### src/rtl/slice_pol_pkg.sv
package slice_pol_pkg;
  typedef enum logic [1:0] {
    COL_GREEN  = 2'd0,
    COL_YELLOW = 2'd1,
    COL_RED    = 2'd2
  } colour_e;

  // token unit: hundredths of a byte
  localparam int unsigned TOK_SCALE = 100;
endpackage

### src/rtl/slice_pol_rate.sv
module slice_pol_rate #(
  parameter int NUM_MEMBERS = 4,
  parameter int SLICE_W     = 1,
  parameter int SPD_W       = 8,
  parameter int PCT_W       = 7,
  parameter int BKT_W       = 32,
  parameter int SLICE_ID    = 0
) (
  input  logic [NUM_MEMBERS-1:0]         member_present_i,
  input  logic [NUM_MEMBERS*SLICE_W-1:0] member_slice_i,
  input  logic [NUM_MEMBERS*SPD_W-1:0]   member_speed_i,
  input  logic [PCT_W-1:0]               cir_pct_i,
  input  logic [PCT_W-1:0]               pir_pct_i,
  output logic [BKT_W-1:0]               cir_rate_o,
  output logic [BKT_W-1:0]               pir_rate_o
);
  logic [BKT_W-1:0] speed_sum;

  always_comb begin
    speed_sum = '0;
    for (int m = 0; m < NUM_MEMBERS; m++) begin
      if (member_present_i[m] &&
          member_slice_i[m*SLICE_W +: SLICE_W] == SLICE_W'(SLICE_ID))
        speed_sum = speed_sum + BKT_W'(member_speed_i[m*SPD_W +: SPD_W]);
    end
  end

  assign cir_rate_o = speed_sum * BKT_W'(cir_pct_i);
  assign pir_rate_o = speed_sum * BKT_W'(pir_pct_i);
endmodule

### src/rtl/slice_pol_bucket.sv
module slice_pol_bucket #(
  parameter int BKT_W = 32
) (
  input  logic             clk_i,
  input  logic             rst_ni,
  input  logic [BKT_W-1:0] rate_i,
  input  logic [BKT_W-1:0] cap_i,
  input  logic             debit_i,
  input  logic [BKT_W-1:0] cost_i,
  output logic [BKT_W-1:0] fill_o
);
  logic [BKT_W-1:0] fill_q, fill_d;
  logic [BKT_W:0]   after;

  always_comb begin
    after = {1'b0, fill_q} - (debit_i ? {1'b0, cost_i} : '0) + {1'b0, rate_i};
    if (after > {1'b0, cap_i}) fill_d = cap_i;
    else                       fill_d = after[BKT_W-1:0];
  end

  always_ff @(posedge clk_i or negedge rst_ni) begin
    if (!rst_ni) fill_q <= '0;
    else         fill_q <= fill_d;
  end

  assign fill_o = fill_q;

  // meter must never debit more than the bucket holds
  assert_no_underflow_R7: assert property (@(posedge clk_i) disable iff (!rst_ni)
    debit_i |-> fill_q >= cost_i);

  assert_fill_capped_R6: assert property (@(posedge clk_i) disable iff (!rst_ni)
    1'b1 |=> fill_q <= $past(cap_i));
endmodule

### src/rtl/slice_pol_meter.sv
module slice_pol_meter
  import slice_pol_pkg::*;
#(
  parameter int BKT_W = 32
) (
  input  logic             clk_i,
  input  logic             rst_ni,
  input  logic             two_rate_i,
  input  logic             hit_i,
  input  logic [BKT_W-1:0] cost_i,
  input  logic [BKT_W-1:0] cir_rate_i,
  input  logic [BKT_W-1:0] pir_rate_i,
  input  logic [BKT_W-1:0] c_cap_i,
  input  logic [BKT_W-1:0] p_cap_i,
  output colour_e          colour_o
);
  logic [BKT_W-1:0] c_fill, p_fill;
  logic             c_ok, p_ok, c_debit, p_debit;

  assign c_ok = c_fill >= cost_i;
  assign p_ok = p_fill >= cost_i;

  always_comb begin
    if (two_rate_i) begin
      if (!p_ok)      colour_o = COL_RED;
      else if (!c_ok) colour_o = COL_YELLOW;
      else            colour_o = COL_GREEN;
    end else begin
      colour_o = c_ok ? COL_GREEN : COL_RED;
    end
  end

  assign c_debit = hit_i && (colour_o == COL_GREEN);
  assign p_debit = hit_i && two_rate_i && (colour_o != COL_RED);

  slice_pol_bucket #(.BKT_W(BKT_W)) u_commit (
    .clk_i   (clk_i),
    .rst_ni  (rst_ni),
    .rate_i  (cir_rate_i),
    .cap_i   (c_cap_i),
    .debit_i (c_debit),
    .cost_i  (cost_i),
    .fill_o  (c_fill)
  );

  slice_pol_bucket #(.BKT_W(BKT_W)) u_peak (
    .clk_i   (clk_i),
    .rst_ni  (rst_ni),
    .rate_i  (pir_rate_i),
    .cap_i   (p_cap_i),
    .debit_i (p_debit),
    .cost_i  (cost_i),
    .fill_o  (p_fill)
  );
endmodule

### src/rtl/slice_policer.sv
module slice_policer
  import slice_pol_pkg::*;
#(
  parameter int NUM_MEMBERS = 4,
  parameter int NUM_SLICES  = 2,
  parameter int SPD_W       = 8,
  parameter int PCT_W       = 7,
  parameter int BURST_W     = 16,
  parameter int LEN_W       = 14,
  parameter int BKT_W       = 32,
  localparam int SLICE_W    = (NUM_SLICES > 1) ? $clog2(NUM_SLICES) : 1,
  localparam int MEM_W      = (NUM_MEMBERS > 1) ? $clog2(NUM_MEMBERS) : 1
) (
  input  logic                           clk_i,
  input  logic                           rst_ni,
  input  logic                           mode_i,
  input  logic [NUM_MEMBERS-1:0]         member_present_i,
  input  logic [NUM_MEMBERS*SLICE_W-1:0] member_slice_i,
  input  logic [NUM_MEMBERS*SPD_W-1:0]   member_speed_i,
  input  logic [PCT_W-1:0]               cir_pct_i,
  input  logic [PCT_W-1:0]               pir_pct_i,
  input  logic [BURST_W-1:0]             cbs_i,
  input  logic [BURST_W-1:0]             pbs_i,
  input  logic                           pkt_valid_i,
  input  logic [LEN_W-1:0]               pkt_len_i,
  input  logic [MEM_W-1:0]               pkt_member_i,
  output logic                           verdict_valid_o,
  output logic [1:0]                     verdict_o,
  output logic                           drop_o
);
  logic [BKT_W-1:0]      cost, c_cap, p_cap;
  logic [SLICE_W-1:0]    pkt_slice;
  logic                  pkt_present;
  logic [NUM_SLICES-1:0] hit;
  colour_e               slice_colour [NUM_SLICES];
  colour_e               colour;

  assign cost        = BKT_W'(pkt_len_i) * BKT_W'(TOK_SCALE);
  assign c_cap       = BKT_W'(cbs_i) * BKT_W'(TOK_SCALE);
  assign p_cap       = BKT_W'(pbs_i) * BKT_W'(TOK_SCALE);
  assign pkt_slice   = member_slice_i[pkt_member_i*SLICE_W +: SLICE_W];
  assign pkt_present = member_present_i[pkt_member_i];

  for (genvar s = 0; s < NUM_SLICES; s++) begin : g_slice
    logic [BKT_W-1:0] cir_rate, pir_rate;

    assign hit[s] = pkt_valid_i && pkt_present && (pkt_slice == SLICE_W'(s));

    slice_pol_rate #(
      .NUM_MEMBERS (NUM_MEMBERS),
      .SLICE_W     (SLICE_W),
      .SPD_W       (SPD_W),
      .PCT_W       (PCT_W),
      .BKT_W       (BKT_W),
      .SLICE_ID    (s)
    ) u_rate (
      .member_present_i (member_present_i),
      .member_slice_i   (member_slice_i),
      .member_speed_i   (member_speed_i),
      .cir_pct_i        (cir_pct_i),
      .pir_pct_i        (pir_pct_i),
      .cir_rate_o       (cir_rate),
      .pir_rate_o       (pir_rate)
    );

    slice_pol_meter #(.BKT_W(BKT_W)) u_meter (
      .clk_i      (clk_i),
      .rst_ni     (rst_ni),
      .two_rate_i (mode_i),
      .hit_i      (hit[s]),
      .cost_i     (cost),
      .cir_rate_i (cir_rate),
      .pir_rate_i (pir_rate),
      .c_cap_i    (c_cap),
      .p_cap_i    (p_cap),
      .colour_o   (slice_colour[s])
    );
  end

  always_comb begin
    colour = COL_RED;
    for (int s = 0; s < NUM_SLICES; s++)
      if (pkt_present && pkt_slice == SLICE_W'(s)) colour = slice_colour[s];
  end

  logic       valid_q, drop_q;
  logic [1:0] verdict_q;

  always_ff @(posedge clk_i or negedge rst_ni) begin
    if (!rst_ni) begin
      valid_q   <= 1'b0;
      verdict_q <= COL_RED;
      drop_q    <= 1'b0;
    end else begin
      valid_q   <= pkt_valid_i;
      verdict_q <= colour;
      drop_q    <= pkt_valid_i && (colour == COL_RED);
    end
  end

  assign verdict_valid_o = valid_q;
  assign verdict_o       = verdict_q;
  assign drop_o          = drop_q;

  assert_one_slice_R8: assert property (@(posedge clk_i) disable iff (!rst_ni)
    $onehot0(hit));

  assert_absent_no_hit_R9: assert property (@(posedge clk_i) disable iff (!rst_ni)
    (pkt_valid_i && !pkt_present) |-> (hit == '0));

  assert_no_yellow_R1: assert property (@(posedge clk_i) disable iff (!rst_ni)
    (pkt_valid_i && !mode_i) |=> (verdict_o != COL_YELLOW));

  assert_drop_red_R3: assert property (@(posedge clk_i) disable iff (!rst_ni)
    pkt_valid_i |=> (verdict_valid_o && (drop_o == (verdict_o == COL_RED))));
endmodule

### config.mk
export PLATFORM = sky130hd
export DESIGN_NAME = slice_policer
export DESIGN_NICKNAME = d
export VERILOG_FILES = /design/src/rtl/slice_pol_pkg.sv /design/src/rtl/slice_pol_rate.sv /design/src/rtl/slice_pol_bucket.sv /design/src/rtl/slice_pol_meter.sv /design/src/rtl/slice_policer.sv
export SDC_FILE = /design/constraint.sdc
export NUM_CORES = 2
export LEC_CHECK = 0
export BUFFER_PORTS_ARGS = -buffer_cell sky130_fd_sc_hd__buf_2
export CORE_MARGIN = 2
export CORE_UTILIZATION = 30
export DETAILED_ROUTE_END_ITERATION = 12
export PLACE_DENSITY_LB_ADDON = 0.08
export SLEW_MARGIN = 20
export SYNTH_ARGS = -nofsm -noshare
export SYNTH_HDL_FRONTEND = slang
export SYNTH_SLANG_ARGS = --single-unit
### constraint.sdc
create_clock -name clk_i -period 16.9 [get_ports clk_i]
set_clock_uncertainty 0.05 [all_clocks]
set_input_delay 1.69 -clock clk_i [delete_from_list [all_inputs] [get_ports clk_i]]
set_output_delay 1.69 -clock clk_i [all_outputs]
set_load 0.01 [all_outputs]
After elaboration in Yosys (flattened, before gate mapping)
Cells that the tools add are included.
{"block": "totals", "ff_bits": 132, "in_bits": 106, "output_inout_bits": 4}
{"block": "op_classes", "addsub": 14, "multipliers": 7, "magnitude_cmp": 9, "n_eq_ne": 3, "shift": 1, "mux": 28, "n_bitwise": 5, "n_reduce_logical": 22}
{"op": "32-bit two-way mux", "n": 10}
{"op": "32-bit by 8-bit adder with 32-bit output", "n": 5}
{"op": "33-bit by 32-bit adder with 33-bit output", "n": 4}
{"op": "33-bit by 23-bit greater-than comparator with 1-bit output", "n": 4}
{"op": "32-bit by 33-bit subtractor with 33-bit output", "n": 4}
{"op": "32-bit by 21-bit >= comparator with 1-bit output", "n": 4}
{"op": "32-bit by 7-bit multiplier with 32-bit output", "n": 4}
{"op": "21-bit two-way mux", "n": 4}
{"op": "16-bit by 5-bit multiplier with 21-bit output, second input constant", "n": 2}
{"op": "1-bit logical AND", "n": 20}
{"op": "14-bit by 5-bit multiplier with 19-bit output, second input constant", "n": 1}
{"op": "2-bit two-way mux", "n": 8}
{"op": "8-bit two-way mux", "n": 2}
{"op": "8-bit by 8-bit adder with 9-bit output", "n": 1}
{"op": "1-bit inverter", "n": 5}
{"op": "2-bit zero test", "n": 2}
{"op": "2-bit inequality test, second input constant", "n": 2}
{"op": "4-bit by 3-bit variable part select with 1-bit output", "n": 1}
{"op": "2-bit by 3-bit less-than comparator with 1-bit output, second input constant", "n": 1}
{"op": "1-bit two-way mux", "n": 3}
{"op": "1-bit binary-select mux with 2-bit select", "n": 1}
{"op": "2-bit == test, second input constant", "n": 1}

Logic depth before layout (Yosys ltp)
{"block": "depth", "depth_word": 13, "depth_mapped": 64, "ltp_nobuf": 59}

By module
A second synthesis with hierarchy kept.
{"block": "hier_totals", "hier_cells": 4976, "hier_area_um2": 41507.3}
{"mod": "slice_pol_bucket (g_slice[0].u_meter.u_commit ...)", "n_inst": 3, "cells_per_inst": 598, "area_per_inst_um2": 5116.2, "seq_area_each_um2": 800.8}
{"mod": "slice_pol_rate (g_slice[0].u_rate)", "n_inst": 1, "cells_per_inst": 835, "area_per_inst_um2": 6854.1, "seq_area_each_um2": 0.0}
{"mod": "slice_pol_rate (g_slice[1].u_rate)", "n_inst": 1, "cells_per_inst": 784, "area_per_inst_um2": 6446.2, "seq_area_each_um2": 0.0}
{"mod": "slice_pol_bucket (g_slice[0].u_meter.u_peak)", "n_inst": 1, "cells_per_inst": 588, "area_per_inst_um2": 4892.2, "seq_area_each_um2": 800.8}
{"mod": "slice_policer", "n_inst": 1, "cells_per_inst": 581, "area_per_inst_um2": 4818.4, "seq_area_each_um2": 101.3}
{"mod": "slice_pol_meter", "n_inst": 2, "cells_per_inst": 197, "area_per_inst_um2": 1574.0, "seq_area_each_um2": 0.0}

Worst setup path after synthesis
OpenSTA, ideal clock, no wires.
{"block": "synth_path", "kind": "input to register", "start": "in member_present_i[0]", "end": "reg g_slice[0].u_meter.u_commit.fill_q[10]", "setup_time_ns": 0.125, "arrival_time_ns": 15.289, "path_slack_ns": 1.436, "stages": 59, "path_buffers": 5, "cell_sequence": "clkbuf_1 nor2b_1 clkbuf_1 nand2_1 inv_1 ha_1 a21o_1 maj3_1 maj3_1 a21oi_1 xnor2_1 a21oi_1 inv_1 ha_1 o21ai_0 a21oi_1 nand3b_1 a21bo_2 [... 23 more ...] o21ai_0 a21oi_1 o21ai_0 xnor2_1 inv_1 ha_1 nand2_1 nor2_1 a2111oi_0 o21bai_1 a221oi_1 a21oi_1 or4_1 or4_1 or4_1 clkbuf_1 buf_6 mux2_4"}
{"block": "synth_between", "elab_chain_cells": 12, "elab_cells_between_ends": 19, "classes_between": "add/sub: 5; mul: 1; order compare: 1; mux: 8; reduce/logical: 4"}
{"item": "from (decl)", "line": "slice_policer.sv:17", "text": "input logic [NUM_MEMBERS-1:0] member_present_i,"}
{"item": "1-bit logical AND", "line": "slice_pol_rate.sv:22", "text": "if (member_present_i[m] &&"}
{"item": "8-bit two-way mux", "line": "slice_pol_rate.sv:22"}
{"item": "8-bit by 8-bit adder with 9-bit output", "line": "slice_pol_rate.sv:24", "text": "speed_sum = speed_sum + BKT_W'(member_speed_i[m*SPD_W +: SPD_W]);"}
{"item": "32-bit two-way mux", "line": "slice_pol_rate.sv:22"}
{"item": "32-bit by 8-bit adder with 32-bit output", "line": "slice_pol_rate.sv:24"}
{"item": "32-bit two-way mux", "line": "slice_pol_rate.sv:22"}
{"item": "32-bit by 8-bit adder with 32-bit output", "line": "slice_pol_rate.sv:24"}
{"item": "32-bit two-way mux", "line": "slice_pol_rate.sv:22"}
{"item": "32-bit by 7-bit multiplier with 32-bit output", "line": "slice_pol_rate.sv:28", "text": "assign cir_rate_o = speed_sum * BKT_W'(cir_pct_i);"}
{"item": "33-bit by 32-bit adder with 33-bit output *", "line": "slice_pol_bucket.sv:16", "text": "after = {1'b0, fill_q} - (debit_i ? {1'b0, cost_i} : '0) + {1'b0, rate_i};"}
{"item": "33-bit by 23-bit greater-than comparator with 1-bit output", "line": "slice_pol_bucket.sv:17", "text": "if (after > {1'b0, cap_i}) fill_d = cap_i;"}
{"item": "32-bit two-way mux *", "line": "slice_pol_bucket.sv:17"}
{"item": "net g_slice[0].u_meter.u_commit.fill_d[10]", "line": "slice_pol_bucket.sv:12", "text": "logic [BKT_W-1:0] fill_q, fill_d;"}
{"item": "to (signal assigned)", "line": "slice_pol_bucket.sv:23", "text": "else fill_q <= fill_d;"}
{"item": "to (decl)", "line": "slice_pol_bucket.sv:12"}
The timed path passes the listed nets; every way through them passes the cells marked *. The select of a mux whose other input is x is not followed.

Final worst setup path
{"block": "layout_path", "start": "in member_present_i[0]", "end": "reg g_slice[0].u_meter.u_commit.fill_q[3]"}
The elaborated chain is that of the path after synthesis.

==> results.yml <==
detailed_routing:
  remaining_drc_errors: 0
  drtIter0Drc: 1416
  ant_nets: 0
  routedWlPerCell_um: 18.95
  wl_met2_um: 48980
  top_layer: "met5"
  dr.pass1.iters: 5
  wl_um: 109800
  viasPerCell: 4.891
  met3_length_um: 2566
  wl_met1_um: 56120
  vias: 28350
global_routing:
  grtUsageTotal: 0.1894
  antenna_found_initial: 1
  grt_max_degree: 76
  grt_pass1_wl_um: 172900
  grt_pass1_vias: 28850
  grt.overflow.total: 0
layout:
  fillCellCount: 12300
  fin_cells: 5796
  final_common_cell: "ha_1"
  seqCellArea_um2: 3304
  final_cell_mix: "682 x ha_1, 611 x inv_1, 338 x nand2_1"
  syn2layout_area_growth_pct: 9.595
  final_area_um2: 38070
  finalNetCount: 5345
  drive_above_1_share: 0.06863
  diodes: 0
  multi_input_area_um2: 28950
sta:
  finalSetupTns_ns: 0
  setup_viol: 0
  holdWs_ns: 0.6325
  max_freq_mhz: 63.19
  max-slew-margin-rel: 0.2659
  period_needed_ns: 15.83
  hold_viol_final: 0
  fin_crit_sh: 0.9364
  rsz0062_at_grt: "false"
  drv_slew: 0
  tightest_slew_ns: 1.098
worst_setup_path:
  cp_common_cell: "a21oi_1"
  critPathArrivalTime_ns: 16.15
  required_ns: 17.23
  cp_max_fo: 21
  end_kind: "flip-flop"
  critPathBufInv: 9
  cp-start-kind: "input port"
  cp_top_family: "adder cells"
  slowest_stage: "or4_1"
  cpPeakStageDelay_ns: 0.62
  worst-setup-path-type: "input port to flip-flop"
synthesis:
  yosys.area_share.simple: 0.1653
  yosysSeqAreaShare: 0.09512
  synthArstFlopShare: 1.000
  synthTopCellsByArea: "ha_1 25%, fa_1 16%, dfrtp_1 9.4%"
  ys_types: 96
  synth_ff_type: "dfrtp_1"
  ys_ff_latch: 132
  synthMuxAreaShare: 0.03580
  syn_area_per_cell_um2: 8.377
  synth_compound_area_frac: 0.1607
  synth_adder_area_share: 0.4116
  synth_top_family_by_area: "adder cells"
  synth_top_area_frac: 0.2456
  syn_area_um2: 34740
  synth_edf_count: 0
  synth_xor_xnor_area_share: 0.05471
  ys.warnings.count: 0
  synth.largest_area_cell: "ha_1"
  syn_inst: 4147
placement:
  hpwl_um: 94740
  globalplace.congestion: 0.8578
  place_inst: 5765
  placed_cell_area_um2: 37420
  port_buffers: 109
run_status:
  status: "finished, final reports clean"
clock_tree:
  cts_buffers: 17
  cts-htree-levels: 4
  ctsHoldBuffers: 0
  cts_tree: "yes"
  cts_root_buf: "clkbuf_16"
  clkTransAtPathRegs_ns: 0.06
  clockBufferDepth: 2
  clock_latency_ns: 0.51
  cts.sink_count: 132
  postCtsSetupRepairBufs: 0
floorplan:
  fp.dieArea_um2: 118500
  initial_utilization: 0.3030
  num_rows: 124
  io_pins: 110
  core_area_um2: 114700
  die_h_um: 344.3
  die_x_um: 344.3
flow_run:
  max_cap_viol_count: 0
hold_path:
  hold_class: "flip-flop to flip-flop"
-- kinds of logic (layout without fill, tap and decap cells) --
family | Yosys count | in the layout
AOI/OAI and AO/OA | 858 | 858
xor gates and xnor gates | 217 | 217
adders and majority gates | 973 | 973
buffers and inverters | 704 | 806
DFF | 132 | 132
muxes | 112 | 112
other | 1 | 36
and+or+nand+nor | 1150 | 1150
-- timing repair --
action	in CTS	in global routing
endpoints found under the hold margin	0	0
gates resized for setup	0	2
endpoints found under the setup margin	0	28
-- state kept, by name, summed over array words and instances, names as in the netlist --
signal,flops
drop_o,1
g_slice.u_meter.u_commit.fill_o,64
g_slice.u_meter.u_peak.fill_o,64
verdict_o,2
verdict_valid_o,1
-- per-stage QoR --
stage | worst slack, ns | utilization
after floorplan | 1.436 | -
after global placement | 0.6196 | 0.3263
after detailed placement | 0.4545 | 0.3263
after CTS | 0.9542 | 0.3320
after global routing | 0.002450 | 0.3321
final | 1.074 | 0.3321
-- synthesized netlist by cell type, drive strengths merged, types with 11 or more instances --
library cell / number
ha: 682
nand3: 74
nor4: 15
a221oi: 12
buf: 14
clkbuf: 78
dfrtp: 131
a31oi: 24
and2: 157
o21ai: 165
nand2: 338
mux2: 57
o211ai: 19
inv: 612
nand4: 37
xnor2: 150
or3: 15
or2: 16
o31a: 13
o21bai: 33
a211o: 12
a211oi: 23
o2111ai: 11
nor2b: 52
o21a: 54
o31ai: 23
mux2i: 53
a21boi: 29
a21o: 102
xor2: 67
nand2b: 57
a21oi: 261
nor3: 50
and4: 12
nor2: 241
fa: 285
and3: 36
-- final timing paths --
| path | startpoint | endpoint | slack, ns | cells after the start |
|---|---|---|---|---|
| max | member_present_i[0] | g_slice[0].u_meter.u_commit.fill_o[3] | 1.07 | 59 |
| min | g_slice[0].u_meter.u_commit.fill_o[0] | g_slice[0].u_meter.u_commit.fill_o[0] | 0.63 | 3 |
| max reg2reg | g_slice[0].u_meter.u_peak.fill_o[2] | g_slice[0].u_meter.u_peak.fill_o[22] | 6.41 | 33 |
| min reg2reg | g_slice[0].u_meter.u_commit.fill_o[0] | g_slice[0].u_meter.u_commit.fill_o[0] | 0.63 | 3 |
| max in group asynchronous | rst_ni | g_slice[0].u_meter.u_peak.fill_o[0] | 14.22 | 2 |
| min in group asynchronous | rst_ni | g_slice[1].u_meter.u_commit.fill_o[24] | 1.21 | 1 |
-- routing by layer --
| layer | up-vias | track usage |
|---|---|---|
| li1 | 14360 | - |
| met1 | 13530 | 0.2750 |
| met2 | 378 | 0.3032 |
| met3 | 78 | 0.01731 |
| met4 | 2 | 0.04139 |
| met5 | - | 0 |
-- tightest hold or removal path: cells and delay by family (launching register included) --
family                   cells  cell delay, ns
flip-flops                   1            0.37
adder cells (fa/ha/maj)      1            0.14
AND/OR/NAND/NOR              1            0.09
buffers and inverters        1            0.05
-- cell type report --
class | instances | area share
tap | 1512 | 0.04969
timing repair buffer | 163 | 0.02580
clock inverter | 13 | 0.005423
inverter | 612 | 0.06034
clock buffer | 18 | 0.01154
multi-input combinational | 3346 | 0.7604
sequential | 132 | 0.08680
Power is not shown: default switching activity piles up to over one toggle a cycle in this logic, so the estimate is an artifact.
